File: src/rtl/tdm_rx_pkg.sv
package tdm_rx_pkg;
  typedef enum logic {
    RATE_SINGLE = 1'b0,
    RATE_DUAL   = 1'b1
  } rate_e;
endpackage

File: src/rtl/tdm_rx_sync.sv
module tdm_rx_sync
  import tdm_rx_pkg::*;
#(
  parameter int SLOT_W = 32,
  parameter int SLOTS  = 8,
  parameter int CNT_W  = $clog2(SLOT_W * SLOTS)
) (
  input  logic             clk_i,
  input  logic             rst_ni,
  input  rate_e            rate_i,
  input  logic             fsync_i,
  output logic [CNT_W-1:0] pos_o,
  output logic             locked_o,
  output logic             sync_o,
  output logic             frame_err_o
);
  localparam logic [CNT_W-1:0] LAST_S = CNT_W'(SLOT_W * SLOTS - 1);
  localparam logic [CNT_W-1:0] LAST_D = CNT_W'(SLOT_W * SLOTS / 2 - 1);

  logic             fsync_q;
  logic [CNT_W-1:0] pos_q;
  logic             locked_q;
  logic             err_q;
  logic [CNT_W-1:0] last;

  assign last   = (rate_i == RATE_DUAL) ? LAST_D : LAST_S;
  assign sync_o = fsync_i & ~fsync_q;

  always_ff @(posedge clk_i or negedge rst_ni) begin
    if (!rst_ni) begin
      fsync_q  <= 1'b1;  // a line held high at reset is not a frame start
      pos_q    <= '0;
      locked_q <= 1'b0;
      err_q    <= 1'b0;
    end else begin
      fsync_q <= fsync_i;
      if (sync_o) begin
        pos_q    <= '0;
        locked_q <= 1'b1;
        if (locked_q && pos_q != last) err_q <= 1'b1;
      end else if (locked_q) begin
        pos_q <= (pos_q >= last) ? '0 : pos_q + 1'b1;
      end
    end
  end

  assign pos_o       = pos_q;
  assign locked_o    = locked_q;
  assign frame_err_o = err_q;

  assert_err_sticky_R7 : assert property (@(posedge clk_i) disable iff (!rst_ni)
    frame_err_o |=> frame_err_o);

  assert_no_err_unlocked_R2 : assert property (@(posedge clk_i) disable iff (!rst_ni)
    !locked_o |=> !frame_err_o);
endmodule

File: src/rtl/tdm_rx_slot.sv
module tdm_rx_slot
  import tdm_rx_pkg::*;
#(
  parameter int SAMPLE_W = 24,
  parameter int SLOT_W   = 32,
  parameter int SLOTS    = 8,
  parameter int CNT_W    = $clog2(SLOT_W * SLOTS),
  parameter int CH_W     = $clog2(SLOTS)
) (
  input  logic                clk_i,
  input  logic                rst_ni,
  input  rate_e               rate_i,
  input  logic [CNT_W-1:0]    pos_i,
  input  logic                locked_i,
  input  logic                sync_i,
  input  logic                sdata_i,
  output logic [SAMPLE_W-1:0] sample_o,
  output logic [CH_W-1:0]     chan_o,
  output logic                valid_o
);
  localparam int              BIT_W    = $clog2(SLOT_W);
  localparam logic [BIT_W-1:0] LAST_BIT = BIT_W'(SAMPLE_W - 1);
  localparam logic [CH_W-1:0]  HALF     = CH_W'(SLOTS / 2);

  logic [BIT_W-1:0]    bit_idx;
  logic [CH_W-1:0]     slot;
  logic                active;
  logic [SAMPLE_W-2:0] shift_q;

  assign bit_idx = pos_i[BIT_W-1:0];
  assign slot    = pos_i[CNT_W-1:BIT_W];
  assign active  = locked_i && !sync_i && ((rate_i == RATE_SINGLE) || (slot < HALF));

  always_ff @(posedge clk_i or negedge rst_ni) begin
    if (!rst_ni) begin
      shift_q  <= '0;
      sample_o <= '0;
      chan_o   <= '0;
      valid_o  <= 1'b0;
    end else begin
      valid_o <= 1'b0;
      if (active && bit_idx < LAST_BIT) shift_q <= {shift_q[SAMPLE_W-3:0], sdata_i};
      if (active && bit_idx == LAST_BIT) begin
        sample_o <= {shift_q, sdata_i};
        chan_o   <= slot;
        valid_o  <= 1'b1;
      end
    end
  end

  assert_one_shot_R3 : assert property (@(posedge clk_i) disable iff (!rst_ni)
    valid_o |=> !valid_o);

  assert_dual_chan_R6 : assert property (@(posedge clk_i) disable iff (!rst_ni)
    (rate_i == RATE_DUAL) |=> (!valid_o || chan_o < HALF));

  assert_quiet_unlocked_R2 : assert property (@(posedge clk_i) disable iff (!rst_ni)
    !locked_i |=> !valid_o);
endmodule

File: src/rtl/tdm_rx.sv
module tdm_rx
  import tdm_rx_pkg::*;
#(
  parameter int SAMPLE_W = 24,
  parameter int SLOT_W   = 32,
  parameter int SLOTS    = 8
) (
  input  logic                     clk_i,
  input  logic                     rst_ni,
  input  logic                     dual_rate_i,
  input  logic                     fsync_i,
  input  logic                     sdata_i,
  output logic [SAMPLE_W-1:0]      sample_o,
  output logic [$clog2(SLOTS)-1:0] chan_o,
  output logic                     valid_o,
  output logic                     frame_err_o
);
  localparam int CNT_W = $clog2(SLOT_W * SLOTS);
  localparam int CH_W  = $clog2(SLOTS);

  rate_e            rate;
  logic [CNT_W-1:0] pos;
  logic             locked;
  logic             sync;

  assign rate = rate_e'(dual_rate_i);

  tdm_rx_sync #(.SLOT_W(SLOT_W), .SLOTS(SLOTS), .CNT_W(CNT_W)) u_sync (
    .clk_i      (clk_i),
    .rst_ni     (rst_ni),
    .rate_i     (rate),
    .fsync_i    (fsync_i),
    .pos_o      (pos),
    .locked_o   (locked),
    .sync_o     (sync),
    .frame_err_o(frame_err_o)
  );

  tdm_rx_slot #(.SAMPLE_W(SAMPLE_W), .SLOT_W(SLOT_W), .SLOTS(SLOTS),
                .CNT_W(CNT_W), .CH_W(CH_W)) u_slot (
    .clk_i   (clk_i),
    .rst_ni  (rst_ni),
    .rate_i  (rate),
    .pos_i   (pos),
    .locked_i(locked),
    .sync_i  (sync),
    .sdata_i (sdata_i),
    .sample_o(sample_o),
    .chan_o  (chan_o),
    .valid_o (valid_o)
  );
endmodule

File: config.mk
export PLATFORM = sky130hd
export DESIGN_NAME = tdm_rx
export DESIGN_NICKNAME = d
export VERILOG_FILES = /design/src/rtl/tdm_rx_pkg.sv /design/src/rtl/tdm_rx_sync.sv /design/src/rtl/tdm_rx_slot.sv /design/src/rtl/tdm_rx.sv
export SDC_FILE = /design/constraint.sdc
export NUM_CORES = 1
export LEC_CHECK = 0
export ABC_CLOCK_PERIOD_IN_PS = 2050
export BUFFER_PORTS_ARGS = -buffer_cell sky130_fd_sc_hd__buf_2
export CAP_MARGIN = 10
export CORE_ASPECT_RATIO = 0.5
export CORE_MARGIN = 2
export CORE_UTILIZATION = 59
export CTS_BUF_LIST = sky130_fd_sc_hd__clkbuf_8
export DETAILED_ROUTE_END_ITERATION = 10
export GPL_TIMING_DRIVEN = 0
export PLACE_DENSITY = 0.86
export SLEW_MARGIN = 20
export SYNTH_ARGS = -nofsm -noshare
export SYNTH_HDL_FRONTEND = slang
export SYNTH_SLANG_ARGS = --single-unit
File: constraint.sdc
create_clock -name clk_i -period 2.05 [get_ports clk_i]
set_input_delay 0.205 -clock clk_i [delete_from_list [all_inputs] [get_ports clk_i]]
set_output_delay 0.205 -clock clk_i [all_outputs]
set_load 0.01 [all_outputs]
# After elaboration in Yosys (flattened, before gate mapping)
# Cells that the tools add are included.
# totals
latchBits	0
in_bits	5
out_inout_bits	29
ram_bits	0
ff_bits	62
mem_bits_ro	0
memories	0
word_cells	31
# op_classes
div_mod_pow	0
n_lt_le_gt_ge	3
multipliers	0
reduce_logical	9
bitwise_logic	3
n_addsub	1
n_mux	5
eq_ne	2
shift	0
# ops
operator	n
2-to-1 mux 8 bit	4
adder 8 x 1 -> 8 bit, second input constant	1
greater-or-equal comparator 8 bit	1
!= test 8 bit	1
equality test 5 bit, second input constant	1
logical AND 1 bit	5
less-than comparator 5 bit, second input constant	1
less-than comparator 3 bit, second input constant	1
inverter 1 bit	2
AND reduction 2 bit	1
nonzero test 2 bit	1
bitwise AND 1 bit	1
logical NOT 1 bit	1
logical OR 1 bit	1
2-to-1 mux 1 bit	1

# Logic depth before layout (Yosys ltp)
# depth
ltp_word	7
ltp_mapped	6
ltp_nobuf	5

# By module
# Synthesis repeated with hierarchy kept, for this count alone.
# unflattened
cells_unflattened	160
hier_area_um2	2482.4
# modules_own_cells
module	cells_each	n_inst	seq_area_each_um2	area_per_inst_um2
tdm_rx_slot	111	1	1276.2	1939.4
tdm_rx_sync	49	1	276.5	543.0

# Worst setup path after synthesis
# OpenSTA, ideal clock, no wires.
# synth_path
path_kind	register to register
start	reg u_sync.pos_q[7] (netlist: u_sync.pos_o[7])
end	reg u_slot.shift_q[10]
slack_ps	182
t_required_ps	1925
arrival_time_ps	1743
stages_incl_launch_ff	7
period_less_slack_ps	1868
n_path_buf	2
setup_time_ps	125
path_cell_list	dfrtp_1 > ha_1 > or3b_1 > buf_6 > nor2_8 > buf_12 > mux2_4
# synth_via
elab_chain_cells	4
# synth_rtl
element	line	rtl
from (decl)	tdm_rx_sync.sv:21	logic [CNT_W-1:0] pos_q;
from (signal assigned)	tdm_rx_sync.sv:42	pos_q <= (pos_q >= last) ? '0 : pos_q + 1'b1;
less-than comparator 3 bit	tdm_rx_slot.sv:32	assign active = locked_i && !sync_i && ((rate_i == RATE_SINGLE) || (slot < HALF));
logical OR 1 bit	tdm_rx_slot.sv:32	
logical AND 1 bit	tdm_rx_slot.sv:32	
logical AND 1 bit	tdm_rx_slot.sv:42	if (active && bit_idx < LAST_BIT) shift_q <= {shift_q[SAMPLE_W-3:0], sdata_i};
to (signal assigned)	tdm_rx_slot.sv:42	
to (decl)	tdm_rx_slot.sv:28	logic [SAMPLE_W-2:0] shift_q;
# Every way passes these cells.
# A chain may end at the register's enable or synchronous reset.

# Final worst setup path
# layout_path
start	reg u_sync.pos_q[7] (netlist: u_sync.pos_o[7])
end	reg u_slot.shift_q[3]
# Same word-level chain as after synthesis.

==> results.md <==
- GPL Wtd Cong: 0.880
- Type of the tightest min-delay check: primary input to flop
- Vias in the first global route: 1487
- # IOs: 34
- Largest net degree at the start of global routing: 63
- Register area: 1550 sq um
- Clk root buf: clkbuf_8
- DRT iter0 DRCs: 47
- Fillers: 246
- Vias: 1446
- Sw Share: 0.272
- Initial antenna violation count: 0
- Power per cell area: 1090 nW/um^2
- Synthesized Nets: 169
- CP Capture Type: flop
- Met3 usage: 0.0793
- Peak supply drop: 0.736 mV
- # DRC: 0
- Die H: 50.8 um
- Final hold vios: 0
- Global-route wire length before repair: 7540 um
- Yosys top cell by area: dfrtp_1
- Synth Cell Area: 2590 sq um
- CTS tree: done
- Clock share of power: 0.272
- Worst Max-Slew Pin Slew: 751 ps
- Cells after synthesis: 162
- Reg2reg start: u_sync.pos_o[7]
- #FFs+latches synth: 62
- Internal power: 2380 uW
- Antenna Nets Post-Route: 0
- Synthesis Warnings: 0
- Switch Pwr: 889 uW
- DP Cell Count: 249
- Hold WS: 119 ps
- Skew-Pair Late Insertion Delay: 330 ps
- Async set-or-reset flop fraction in the synthesized netlist: 1.00
- Die area: 4960 sq um
- Area of the multi-input gates: 961 sq um
- TNS Setup: 0 ps
- DR vias/cell: 5.42
- EDFF count, synth: 0
- Crit Path Class: flop to flop
- Layout overhead on the synthesized area: 16.4%
- Pre-Repair DR Iteration Count: 4
- Layout cells sized above 1: 0.427
- Ys flop type: dfrtp_1
- Synth top area share: 0.590
- HPWL after detailed placement: 2840 um
- Avg WL per Cell: 16.1 um
- Comb pwr share: 0.190
- Die width: 97.6 um
- Most common cell in the netlist: dfrtp_1
- GRT met1 Usage: 0.252
- Avg Cell Area, Syn: 16.0 sq um
- Congestion Overflow GR: 0
- NumNets Final: 215
- TritonCTS Sinks: 62
- Final Util: 0.744
- Worst setup path start: u_sync.pos_o[7]
- Setup Skew: 6.21 ps
- CP arrival: 2210 ps
- Non-filler cells, final: 267
- Register area share after synthesis: 0.600
- Number of distinct library cells after synthesis: 32
- Critical path fanouts, max: 10
- H-tree levels: 3
- Maximum capacitance violations: 0
- Ant diodes: 0
- RSZ-0062 raised after global routing: no
- Starting Density: 0.640
- Global routing's busiest layer: met2
- Synth top area cells: dfrtp_1 (59%), mux2_4 (12%), mux2_1 (8.3%), mux2_2 (5.2%), buf_12 (1.5%)
- Setup violations, final: 0
- DP Area: 2820 sq um
- IO buf count: 33
- Final std cell area, no fill: 3010 sq um
- Most frequent cells after synthesis: dfrtp_1 (61), mux2_4 (20), mux2_1 (19)
- Fmax: 500 MHz
- Worst path required time: 2260 ps
- M2 GR Usage: 0.333
- CP Launch Type: flop
- Post-CTS Setup Bufs: 0
- Clock Pin Slew Worst Setup and Hold Paths: 70 ps
- Status: completed
- Sequential power share: 0.537
- Total Routed Length: 4290 um
- Max_slew headroom: 0.500
- Hold_sp: sdata_i
- Final worst-path cycle share: 0.975
- TritonCTS buffer count: 9
- Lkg Pwr: 0.00163 uW
- Hold_buf cts: 2
- Row Count: 16
- GRT Util Overall: 0.203
- Minimum clock period: 2000 ps
- CORE AREA: 4040 sq um
- Post-CTS sizing: 0
- CTS Buffer Depth: 2
- Max Slew Vio Count: 0
registers in the layout (all words and copies together) (netlist names):
name	count
u_slot.chan_o	3
u_slot.shift_q	23
u_slot.valid_o	1
u_sync.pos_o	8
u_sync.fsync_q	1
u_sync.frame_err_o	1
u_slot.sample_o	24
u_sync.locked_o	1
placed cells by master (no fill, tap or decap), types with 2 or more instances in the layout:
cell and n:
dfrtp_1 61, buf_2 34, mux2_4 20, mux2_1 19, mux2_2 12, clkbuf_8 10, inv_1 5, nor2_1 5
nand2_1 4, a22o_1 3, a21oi_1 3, clkinv_2 3, nand3_1 2, and3_1 2, buf_12 2, nor3_1 2
o21ai_0 2, o31ai_1 2, a21o_1 2, ha_1 2, dlygate4sd3_1 2
stage by stage:
step           total power [uW]  setup WS, ps
2_1_floorplan              2180           182
3_3_place_gp               2340           105
3_5_place_dp               2400          64.4
4_1_cts                    3300          59.8
5_1_grt                    3440         0.864
6_report                   3270          50.5
layout make-up:
cell class,instances,share of cell area
buffer,5,0.0204
clock buffer,10,0.0457
clock inverter,6,0.00998
inverter,3,0.00374
multi-input combinational,92,0.319
sequential,62,0.516
tap,54,0.0225
timing repair buffer,35,0.0624
kinds of logic after synthesis:
family          share of synthesized area
fa+ha+maj                         0.00967
buf+inv                            0.0281
mux                                 0.251
xor+xnor                          0.00339
simple gates                       0.0668
flops                               0.600
compound gates                     0.0406
worst max-delay path, stage by stage, from the launching register on:
cell and delay (ps):
dfrtp_1 420, ha_1 240, or3b_1 400, buf_6 160, nor2_8 180, buf_12 170, mux2_4 300
layer usage:
layer  up-vias  part of all wire  routed length (um)
li1        667                 -                   -
met3         5             0.053                 229
met2        45              0.48                2070
met1       729              0.46                1960
met5         -                 0                   0
met4         0            0.0075                  32
power by group through the flow:
stage	Clock [uW]	Sequential [uW]	Combinational (uW)
finish	891	1760	621
global placement	0	1740	594
global route	965	1800	672
CTS	917	1760	631
detailed placement	0	1770	625
floorplan	0	1730	456
path summary, 6_finish.rpt:
path	end	slack, ps	depth (start not counted)
setup / recovery	u_slot.shift_q[3]	50	6
hold / removal	u_slot.sample_o[0]	120	2
setup reg to reg	u_slot.shift_q[3]	50	6
hold reg to reg	u_sync.frame_err_o	480	1
max in group asynchronous	u_sync.pos_o[6]	1060	2
min in group asynchronous	u_slot.shift_q[1]	490	2
Note: power is estimated with default switching activity, not from simulation.
